<file path="src/rtl/bd_pkg.sv">
package bd_pkg;
  localparam int N_W   = 3;
  localparam int M_W   = 4;
  localparam int REG_W = 8;

  typedef struct packed {
    logic [M_W-1:0] m;
    logic [N_W-1:0] n;
  } div_cfg_t;

  // Field split of a configuration write: N low, M above it.
  function automatic div_cfg_t decode_cfg(input logic [REG_W-1:0] w);
    div_cfg_t c;
    c.n = w[N_W-1:0];
    c.m = w[N_W+M_W-1:N_W];
    return c;
  endfunction

  function automatic logic [REG_W-1:0] encode_cfg(input div_cfg_t c);
    return REG_W'({c.m, c.n});
  endfunction

  // Clock cycles between two sample ticks.
  function automatic int unsigned tick_period(input logic [M_W-1:0] m,
                                              input logic [N_W-1:0] n);
    return (int'(m) + 1) << (int'(n) + 1);
  endfunction
endpackage

</file>
<file path="src/rtl/bd_pow2_div.sv">
module bd_pow2_div #(
  parameter int EXP_W = 3
) (
  input  logic             clk,
  input  logic             rst_n,
  input  logic             clr,
  input  logic [EXP_W-1:0] exp_sel,
  output logic             done
);
  localparam int CW = 1 << EXP_W;

  logic [CW-1:0] cnt_q;
  logic [CW-1:0] term;

  // Terminal count 2^(exp_sel+1)-1, formed as a right-shifted all-ones mask.
  always_comb begin
    term = {CW{1'b1}} >> (CW - 1 - int'(exp_sel));
    done = (cnt_q == term);
  end

  always_ff @(posedge clk or negedge rst_n) begin
    if (!rst_n)          cnt_q <= '0;
    else if (clr | done) cnt_q <= '0;
    else                 cnt_q <= cnt_q + 1'b1;
  end
endmodule

</file>
<file path="src/rtl/bd_lin_div.sv">
module bd_lin_div #(
  parameter int W = 4
) (
  input  logic         clk,
  input  logic         rst_n,
  input  logic         clr,
  input  logic         en,
  input  logic [W-1:0] lim,
  output logic         done
);
  logic [W-1:0] cnt_q;
  logic         at_lim;

  always_comb begin
    at_lim = (cnt_q == lim);
    done   = en & at_lim;
  end

  always_ff @(posedge clk or negedge rst_n) begin
    if (!rst_n)   cnt_q <= '0;
    else if (clr) cnt_q <= '0;
    else if (en)  cnt_q <= at_lim ? '0 : cnt_q + 1'b1;
  end
endmodule

</file>
<file path="src/rtl/bd_decade_div.sv">
module bd_decade_div #(
  parameter int LEN = 10,
  parameter int MID = 5
) (
  input  logic clk,
  input  logic rst_n,
  input  logic clr,
  input  logic en,
  output logic wrap,
  output logic phase
);
  localparam int CW = $clog2(LEN);

  logic [CW-1:0] cnt_q;
  logic          mid_hit;

  always_comb begin
    wrap    = en & (cnt_q == CW'(LEN - 1));
    mid_hit = en & (cnt_q == CW'(MID - 1));
    phase   = wrap | mid_hit;
  end

  always_ff @(posedge clk or negedge rst_n) begin
    if (!rst_n)   cnt_q <= '0;
    else if (clr) cnt_q <= '0;
    else if (en)  cnt_q <= wrap ? '0 : cnt_q + 1'b1;
  end
endmodule

</file>
<file path="src/rtl/scl_baud_gen.sv">
module scl_baud_gen #(
  parameter int DEF_M  = 4,
  parameter int DEF_N  = 4,
  parameter int TICKS  = 10,
  parameter int PHASE  = 5
) (
  input  logic                    clk,
  input  logic                    rst_n,
  input  logic                    soft_rst,
  input  logic                    cfg_we,
  input  logic [bd_pkg::REG_W-1:0] cfg_wdata,
  output logic [bd_pkg::REG_W-1:0] cfg_rdata,
  output logic                    sample_tick,
  output logic                    phase_en
);
  import bd_pkg::*;

  localparam div_cfg_t CFG_RST = '{m: M_W'(DEF_M), n: N_W'(DEF_N)};

  div_cfg_t reg_q;
  div_cfg_t act_q;

  // Named internal events, visible to the bound checker.
  logic           p2_done;
  logic           tick_c;
  logic           period_end;
  logic           phase_c;
  logic           reload_evt;
  logic [M_W-1:0] act_m;
  logic [N_W-1:0] act_n;

  assign act_m      = act_q.m;
  assign act_n      = act_q.n;
  assign reload_evt = soft_rst | period_end;
  assign cfg_rdata  = encode_cfg(reg_q);

  always_ff @(posedge clk or negedge rst_n) begin
    if (!rst_n)      reg_q <= CFG_RST;
    else if (cfg_we) reg_q <= decode_cfg(cfg_wdata);
  end

  // Active fields move only at an SCL period end or a soft reset.
  always_ff @(posedge clk or negedge rst_n) begin
    if (!rst_n)          act_q <= CFG_RST;
    else if (reload_evt) act_q <= reg_q;
  end

  bd_pow2_div #(.EXP_W(N_W)) u_pow2 (
    .clk     (clk),
    .rst_n   (rst_n),
    .clr     (soft_rst),
    .exp_sel (act_q.n),
    .done    (p2_done)
  );

  bd_lin_div #(.W(M_W)) u_lin (
    .clk   (clk),
    .rst_n (rst_n),
    .clr   (soft_rst),
    .en    (p2_done),
    .lim   (act_q.m),
    .done  (tick_c)
  );

  bd_decade_div #(.LEN(TICKS), .MID(PHASE)) u_dec (
    .clk   (clk),
    .rst_n (rst_n),
    .clr   (soft_rst),
    .en    (tick_c),
    .wrap  (period_end),
    .phase (phase_c)
  );

  always_ff @(posedge clk or negedge rst_n) begin
    if (!rst_n) begin
      sample_tick <= 1'b0;
      phase_en    <= 1'b0;
    end else if (soft_rst) begin
      sample_tick <= 1'b0;
      phase_en    <= 1'b0;
    end else begin
      sample_tick <= tick_c;
      phase_en    <= phase_c;
    end
  end
endmodule

</file>
<file path="config.mk">
export PLATFORM = sky130hd
export DESIGN_NAME = scl_baud_gen
export DESIGN_NICKNAME = d
export VERILOG_FILES = /design/src/rtl/bd_pkg.sv /design/src/rtl/bd_pow2_div.sv /design/src/rtl/bd_lin_div.sv /design/src/rtl/bd_decade_div.sv /design/src/rtl/scl_baud_gen.sv
export SDC_FILE = /design/constraint.sdc
export NUM_CORES = 1
export LEC_CHECK = 0
export ABC_CLOCK_PERIOD_IN_PS = 4600
export BUFFER_PORTS_ARGS = -buffer_cell sky130_fd_sc_hd__buf_2
export CAP_MARGIN = 20
export CORE_MARGIN = 2
export CORE_UTILIZATION = 55
export DETAILED_ROUTE_END_ITERATION = 8
export GPL_ROUTABILITY_DRIVEN = 0
export PLACE_DENSITY = 0.76
export SYNTH_ARGS = -nofsm -noshare
export SYNTH_HDL_FRONTEND = slang
export SYNTH_SLANG_ARGS = --single-unit
</file>
<file path="constraint.sdc">
create_clock -name clk -period 4.6 [get_ports clk]
set_input_delay 0.69 -clock clk [delete_from_list [all_inputs] [get_ports clk]]
set_output_delay 0.69 -clock clk [all_outputs]
set_load 0.05 [all_outputs]
</file>
==> metrics.txt <==
run status finished, final reports clean; final setup vio count 0; Inst Count DP roughly 220; top-area cell type share of the netlist area 0.3930; CP required slightly below 5000 ps; Hold-fix buffers, CTS 0; worst relative slew slack 0.4693; pre-CTS setup slack ~2200 ps; Worst Path Buf+Inv 0; most frequent cells in the layout dfrtp_1, buf_2, nand2_1; Setup CP Type reg2reg; Post-CTS Setup Bufs 0; CP max FO 13; final wirelength 3418 um; post-synth top area cell dfrtp_1; Die W between 60 and 70 um; #FFs+latches synth 32; post-synthesis cell type count between 50 and 60; Site Rows 20; post-CTS sizing 0; DR WL/cell approximately 15 um; RSZ-0062 raised after global routing false; Pre-antenna DRT Iters 4; crit-path cells nor4b_1, o21ai_0, and2_4, o41a_1, mux2_4; via/cell ratio 5.929; Max IR drop VDD about 0.27 mV; synthesis-to-finish area growth 8.632%; Die Area roughly 3700 sq um; setup TNS 0 ps; Post-Layout Cell Count 226; simple logic cell fraction of the synthesized area 0.1684; first-pass GRT wire length about 5800 um; number of top-level pins 22; HP Class in2async; Initial Utilization 0.5793; largest net degree at the start of global routing 33; Nets about 200; worst slew pin tran 791.3 ps; synth warn 0; Async S/R FF share, synth 1.000; ys flop type dfrtp_1; EDFF count, synth 0; CP arrival 2640 ps; xor/xnor share of the synthesized area 0.04912; TritonCTS Buffers 5; largest cells by area after synthesis dfrtp_1, dfstp_2, mux2_4; clk_lat worst skew 340 ps; min Tclk post-route roughly 2400 ps; max-cap viol count 0; antenna fix cells 0; GRT Overall Usage 0.2143; vias in the first global route between 1000 and 1500; Max Root-Sink Buffers 2; mux cell area share after synthesis 0.1088; Seq/Total Area, Yosys 0.4519; port bufs 19; Critical Path End Type flip-flop; Worst-path clk slew around 100 ps; layout cells sized above 1 0.2692; post-synthesis compound-gate area fraction 0.1389; CP Launch Type flip-flop; via count around 1300; kind of cell adding the most delay to the critical path compound AO/OA/AOI/OAI gates; CTS tree done; post-DP HPWL roughly 2400 um; Cells after Synth ~160; fin. max-slew vios 0; main combinational cell family by area after synthesis simple AND/OR/NAND/NOR gates; commonest non-fill, non-tap cell in the layout dfrtp_1; Residual DRC 0; area of the core 3078 sq um; LEAKAGE approximately 0.86 nW; Initial DRC Count 70; Overflow after GRT 0; Setup WS post-layout ~2200 ps; Avg Inst Size Synth ~11 sq um; Max Freq around 0.41 GHz; Worst Clk Skew between 10 and 15 ps; H-tree depth 2; initial antenna violation count 0; TritonCTS Sinks 32; power density cells around 320 nW/um^2; CTS Root Buffer Type clkbuf_4; post-route ant nets 0; Slowest Stage Delay on Critical Path about 670 ps; endpoints failing hold 0; Synth Cell Area about 1800 sq um; Die H 60.94 um; Synth Area in Adders 0.03509; Worst path slowest cell dfstp_2; period utilization 0.5263; Filler cells roughly 260; Mapped Nets 181
==> cell usage after synthesis (3+ instances only) <==
master	n
dfrtp_1	28
nand2_1	10
nand4_1	8
nor2_1	8
nor3_1	8
a21oi_1	7
inv_1	7
mux2_2	7
mux2_4	7
xnor2_1	7
ha_1	5
clkbuf_1	4
dfstp_2	4
and3_1	3
nand3_1	3
nor2b_1	3
xor2_1	3
==> per-stage QoR <==
step / area, sq um / utilization / power [mW] / hold WS (ps)
floorplan: 1783 / - / 0.4270 / 394.4
detailed placement: 1878 / 0.6102 / 0.4531 / 467.2
CTS: 1937 / 0.6293 / 0.6166 / 410.7
global placement: 1878 / 0.6102 / 0.4466 / 467.6
global route: 1937 / 0.6293 / 0.6437 / 430.8
finish: 1937 / 0.6293 / 0.6122 / 386.0
==> layer usage <==
layer / vias up / track usage / wire length, um
met2: 39 / 0.3641 / 1730
li1: 633 / - / -
met4: 0 / 0.1025 / 74
met3: 10 / 0.05117 / 174
met1: 658 / 0.2551 / 1439
met5: - / 0 / 0
==> report_power, final <==
group	leakage, nW	total, mW	switching (mW)	internal [mW]
registers	0.408	0.326	0.0234	0.302
clock network	0.0326	0.165	0.0895	0.0753
logic	0.415	0.122	0.0732	0.0483
==> worst paths after layout <==
| check | from | endpoint | slack, ps | cells after the start |
|---|---|---|---|---|
| min | rst_n | u_pow2.cnt_q[6] | 390 | 1 |
| max in group asynchronous | rst_n | cfg_rdata[3] | 3760 | 1 |
| min in group clk | u_pow2.cnt_q[0] | u_pow2.cnt_q[0] | 480 | 1 |
| min reg2reg | u_pow2.cnt_q[0] | u_pow2.cnt_q[0] | 480 | 1 |
| max | act_n[2] | act_m[0] | 2180 | 5 |
| max reg2reg | act_n[2] | act_m[0] | 2180 | 5 |
==> cell type report <==
cell class	count	area [sq um]	area share
multi-input combinational	116	895.9	0.4625
sequential	32	805.8	0.4160
timing repair buffer	19	95.09	0.04910
clock buffer	8	58.81	0.03036
tap	44	55.05	0.02842
inverter	7	26.28	0.01357
==> state kept, by name, indices dropped and copies added (netlist names) <==
register / flops
cfg_rdata: 7
act_n: 3
sample_tick: 1
u_pow2.cnt_q: 8
u_dec.cnt_q: 4
u_lin.cnt_q: 4
act_m: 4
phase_en: 1
==> cells by family (layout without fill, tap and decap cells) <==
group | count (synthesis) | in the layout
and+or+nand+nor | 54 | 54
muxes | 15 | 15
other | 1 | 1
DFF | 32 | 32
buffers and inverters | 16 | 34
xor gates and xnor gates | 10 | 10
adders and majority gates | 5 | 5
AOI/OAI and AO/OA | 31 | 31
(Power assumes the default switching activity.)
